`src/rtl/ozd_pkg.sv`:
```
package ozd_pkg;
  localparam int STATE_W = 3;
  // bit 0 = ones parity, bits 2:1 = zero progress (0 none, 1 pending, 2 double)
  typedef enum logic [STATE_W-1:0] {
    S_E0 = 3'b000,
    S_O0 = 3'b001,
    S_E1 = 3'b010,
    S_O1 = 3'b011,
    S_E2 = 3'b100,
    S_O2 = 3'b101
  } ozd_state_t;
endpackage

```
`src/rtl/ozd_next.sv`:
```
module ozd_next
  import ozd_pkg::*;
(
  input  ozd_state_t cur,
  input  logic       take,
  input  logic       bit_in,
  output ozd_state_t nxt
);
  always_comb begin
    nxt = cur;
    if (take) begin
      unique case (cur)
        S_E0:    nxt = bit_in ? S_O0 : S_E1;
        S_O0:    nxt = bit_in ? S_E0 : S_O1;
        S_E1:    nxt = bit_in ? S_O0 : S_E2;
        S_O1:    nxt = bit_in ? S_E0 : S_O2;
        S_E2:    nxt = bit_in ? S_O2 : S_E2;
        S_O2:    nxt = bit_in ? S_E2 : S_O2;
        default: nxt = S_E0;
      endcase
    end
  end
endmodule

```
`src/rtl/ozd_state_reg.sv`:
```
module ozd_state_reg
  import ozd_pkg::*;
(
  input  logic       clk,
  input  logic       rst,
  input  ozd_state_t nxt,
  output ozd_state_t cur
);
  always_ff @(posedge clk) begin
    if (rst) cur <= S_E0;
    else     cur <= nxt;
  end


  reset_state_chk: assert property (@(posedge clk) rst |=> (cur == S_E0));
endmodule

```
`src/rtl/ozd_out.sv`:
```
module ozd_out
  import ozd_pkg::*;
(
  input  ozd_state_t cur,
  output logic       z
);
  assign z = (cur == S_O2);
endmodule

```
`src/rtl/odd_ones_zz_detect.sv`:
```
module odd_ones_zz_detect
  import ozd_pkg::*;
(
  input  logic clk,
  input  logic rst,
  input  logic in_valid,
  output logic in_ready,
  input  logic in_bit,
  output logic z_out
);
  ozd_state_t cur;
  ozd_state_t nxt;
  logic       take;

  assign in_ready = ~rst;
  assign take     = in_valid & in_ready;

  ozd_next u_next (.cur(cur), .take(take), .bit_in(in_bit), .nxt(nxt));
  ozd_state_reg u_reg (.clk(clk), .rst(rst), .nxt(nxt), .cur(cur));
  ozd_out u_out (.cur(cur), .z(z_out));


  one_flips_parity_chk: assert property (@(posedge clk) disable iff (rst)
    (in_valid && in_bit) |=> (cur[0] != $past(cur[0])));

  zero_keeps_parity_chk: assert property (@(posedge clk) disable iff (rst)
    (in_valid && !in_bit) |=> (cur[0] == $past(cur[0])));

  pending_cancel_chk: assert property (@(posedge clk) disable iff (rst)
    (in_valid && in_bit && cur[2:1] == 2'd1) |=> (cur[2:1] == 2'd0));

  double_zero_sticky_chk: assert property (@(posedge clk) disable iff (rst)
    (cur[2:1] == 2'd2) |=> (cur[2:1] == 2'd2));

  idle_hold_chk: assert property (@(posedge clk) disable iff (rst)
    !in_valid |=> $stable(cur));
endmodule

```
`config.mk`:
```
export PLATFORM = sky130hd
export DESIGN_NAME = odd_ones_zz_detect
export DESIGN_NICKNAME = d
export VERILOG_FILES = /design/src/rtl/ozd_pkg.sv /design/src/rtl/ozd_next.sv /design/src/rtl/ozd_state_reg.sv /design/src/rtl/ozd_out.sv /design/src/rtl/odd_ones_zz_detect.sv
export SDC_FILE = /design/constraint.sdc
export NUM_CORES = 1
export LEC_CHECK = 0
export BUFFER_PORTS_ARGS = -buffer_cell sky130_fd_sc_hd__buf_4
export CORE_AREA = 2 2 39 41
export CTS_CLUSTER_DIAMETER = 50
export DETAILED_ROUTE_END_ITERATION = 10
export DIE_AREA = 0 0 41 43
export SLEW_MARGIN = 20
export SYNTH_ARGS = -nofsm -noshare
export SYNTH_HDL_FRONTEND = slang
export SYNTH_SLANG_ARGS = --single-unit
```
`constraint.sdc`:
```
create_clock -name clk -period 1.04 [get_ports clk]
set_input_delay 0.052 -clock clk [delete_from_list [all_inputs] [get_ports clk]]
set_output_delay 0.052 -clock clk [all_outputs]
set_load 0.1 [all_outputs]
```
# == Word-level counts from Yosys, hierarchy flattened ==
# Cells that the tools add are included.
# word_totals
register_bits,3
output_inout_bits,2
elab_cells,16
input_bits,4
# classes
mux,7
n_eq_ne,5
n_bitwise,2
reduce_logical,1
# ops
cell,n
$pmux W3 S6,1
$eq A3 B2 Y1 const B,2
$eq A3 B3 Y1 const B,2
$mux W3,2
$mux W2,2
$eq A3 B1 Y1 const B,1
$logic_not A3 Y1,1
$mux W1,2
$and A1 B1 Y1,1
$not A1 Y1,1

# == Logic depth before layout (Yosys ltp) ==
# depth
ltp_word,2
mapped_depth,2
depth_no_buf,2

# == Hierarchy ==
# Synthesis repeated with hierarchy kept, for this count alone.
# unflattened
cells_unflattened,19
area_unflattened_um2,160.2
# modules_own_cells
module,cells_per_inst,area_each_um2,n_inst,seq_area_each_um2
ozd_state_reg,6,78.8,1,60.1
ozd_next,10,62.6,1,0.0
odd_ones_zz_detect,2,10.0,1,0.0
ozd_out,1,8.8,1,0.0

# == Least setup slack after synthesis ==
# No wires, ideal clock.
# synth_path
kind,flip-flop to output port
startpoint,register u_reg.cur[2]
endpoint,output port z_out
n_path_buf,0
slack_ns,-0.645
required_time_ns,0.988
arrival_ns,1.633
stages_incl_launch_ff,3
path_cell_list,dfxtp_1 nand2_1 nor2_1
# synth_between
elab_chain_cells,1
# synth_lines
item,line,source
"start, declared",ozd_state_reg.sv:7,output ozd_state_t cur
"start signal, assigned",ozd_state_reg.sv:11,else cur <= nxt;
$eq A3 B3 Y1,ozd_out.sv:7,assign z = (cur == S_O2);
"end, declared",odd_ones_zz_detect.sv:9,output logic z_out
# No other way between the ends.

# == Worst setup path in the final report ==
# Same ends and word-level chain as after synthesis.

==> run metrics <==
DRT iter0 DRCs 3; Max clock buf depth 2; biggest regs u_reg.cur: 3 flops; Biggest register u_reg.cur; vias in the first global route 180; CP max stage delay approximately 0.32 ns; DRT Pass-1 Iters 2; Worst path slowest cell dfxtp_2; ANT cells 0; unrepaired setup endpoints after global routing true; Slew headroom around four fifths; initial core utilization 9.95%; PwrDens roughly 1300 nW/µm²; flop-to-flop setup slack roughly 0.012 ns; area delta synth->final 120%; worst hold path type primary input to flip-flop; WL final ~440 µm; Post-Synth Adder-Cell Area 0%; cell accounting for the most synthesized area dfxtp_1; Final Max Slew Viols 0; top cell type's share of synthesized area a little over two fifths; final setup violation count 0; most frequent cells in the layout 6 x buf_4, 3 x clkbuf_4, 2 x inv_1, 2 x a21oi_1, 2 x dfxtp_2; post-synthesis xor/xnor area fraction 0%; Total GRT Usage approximately 5.9%; Port Buffers 5; sequential fraction of the synthesis area a little over two fifths; Max H-tree Level 1; Post-Synthesis Cells 16; first-pass GRT wire length 662 µm; setup ws final 0.0115 ns; worst path cell trace buf_6 -> nand2_4 -> nor2_4 -> buf_12; largest net degree at the start of global routing 7; Clk pin slew, worst setup/hold paths roughly 0.040 ns; CP arrival ~0.98 ns; Synth warnings 0; fmax 972 MHz; fin crit share between 90 and 100%; TritonCTS Buffers 3; crit path time final just over 1 ns; Worst Setup Start Kind flip-flop; Placement Rows 14; IO Pins 6; Worst-Skew Late Latency 0.23 ns; Max FO, Critical Path 2; post-placement setup slack 0.0273 ns; dominant cells by area after synthesis dfxtp_1 44%, a21oi_1 7.3%, or4b_1 7.3%; slew of the pin with the lowest slew margin 0.277 ns; DRT antenna net count 0; Vert. Die Dim ~43 µm; outcome finished clean; most common cell after layout, fill and taps aside buf_4; RD Place Congestion about 0.57; syn_nets 20; VDD IR-drop max 0.000208 V; Placeable Area about 1400 µm²; Yosys reg bits 3; P_leak about 0.14 nW; number of max-cap violations 0; Yosys cell types 12; main combinational cell family by area after synthesis simple AND/OR/NAND/NOR gates; fin util a little over a fifth; max reg flops 3; post-synthesis compound-gate area fraction between 10% and 20%; final-stage net count 34; chip width roughly 41 µm; Root Buffer clkbuf_4; vias per inst approximately 3.6; Worst setup EP type primary output; DRC violations left 0; vias 161; die area ~1800 µm²; GR Overflow Total 0; Avg WL per Cell around 9.7 µm; CTS tree yes; Final TNS setup 0 ns; CTS sink cnt 3; synthesized area between 100 and 150 µm²; Final Hold Violating Endpoints 0; simple-gate share of the synthesized area between 30% and 40%; critical path class flip-flop to primary output; mux cell area share after synthesis 0%; CP required ~0.99 ns; Avg Cell Area, Syn ~8.6 µm²; share of post-route cells with drive strength above 1 between 60% and 70%; initial antenna violation count 0; Setup Skew between 0.003 and 0.004 ns
==> layer usage <==
layer / part of all wire, % / vias up / track usage (%)
met3: 5.0 / 0 / 1.05
li1: - / 82 / -
met5: 0 / - / 0
met2: 58 / 3 / 9.06
met1: 37 / 76 / 5.11
met4: 0 / 0 / 8.00
==> what timing repair did <==
| action | in CTS | in global routing |
|---|---|---|
| hold endpoints to repair | 1 | 0 |
| setup buffers | 1 | 0 |
| gates resized for setup | 7 | 4 |
| pin swaps | 1 | 1 |
| hold buffers | 1 | 0 |
| endpoints found under the setup margin | 1 | 4 |
==> logic make-up (layout without fill, tap and decap cells) <==
logic type / after synthesis / after routing
flops: 3 / 3
simple gates: 8 / 8
compound gates: 3 / 3
buf+inv: 2 / 15
==> Yosys cell counts <==
master,n
a211oi_1,1
a21oi_1,2
and3_1,1
and3_2,1
dfxtp_1,3
inv_1,2
nand2_1,1
nand3b_1,1
nor2_1,1
nor4_1,1
or2b_1,1
or4b_1,1
==> layout make-up <==
cell class,count,area [µm²]
Sequential cell,3,62.6
Fill cell,154,1080
Timing Repair Buffer,9,86.3
Tap cell,16,20.0
Clock buffer,4,26.3
Inverter,2,7.51
Multi-Input combinational cell,11,100
==> through the flow <==
| stage | power (mW) | cells | instance area [µm²] | hold slack, ns |
|---|---|---|---|---|
| after floorplan | 0.157 | 16 | 145 | 0.121 |
| after global placement | 0.181 | 39 | 218 | 0.251 |
| after detailed placement | 0.181 | 39 | 218 | 0.250 |
| after CTS | 0.405 | 45 | 287 | 0.00236 |
| after global routing | 0.419 | 45 | 303 | 0.0115 |
| final | 0.400 | 45 | 303 | 0.00901 |
==> worst max-delay path, delay by kind of cell (launching register included) <==
family	cells	cell delay [ns]
buffers and inverters	2	0.28
flip-flops	1	0.32
AND/OR/NAND/NOR	2	0.13
==> final timing paths <==
path                                  start                   endpoint  cells past startpoint
setup reg to reg  u_reg.cur[2]$_SDFFE_PP0P_  u_reg.cur[1]$_SDFFE_PP0P_                      2
hold / removal                          rst  u_reg.cur[0]$_SDFFE_PP0P_                      2
setup / recovery  u_reg.cur[2]$_SDFFE_PP0P_                      z_out                      4
hold reg to reg   u_reg.cur[1]$_SDFFE_PP0P_  u_reg.cur[1]$_SDFFE_PP0P_                      2
==> where the power goes <==
part | internal, mW | switching (mW)
sequential | 0.123 | 0.00530
combinational | 0.0283 | 0.0372
clock | 0.144 | 0.0622
(Power assumes the default switching activity.)
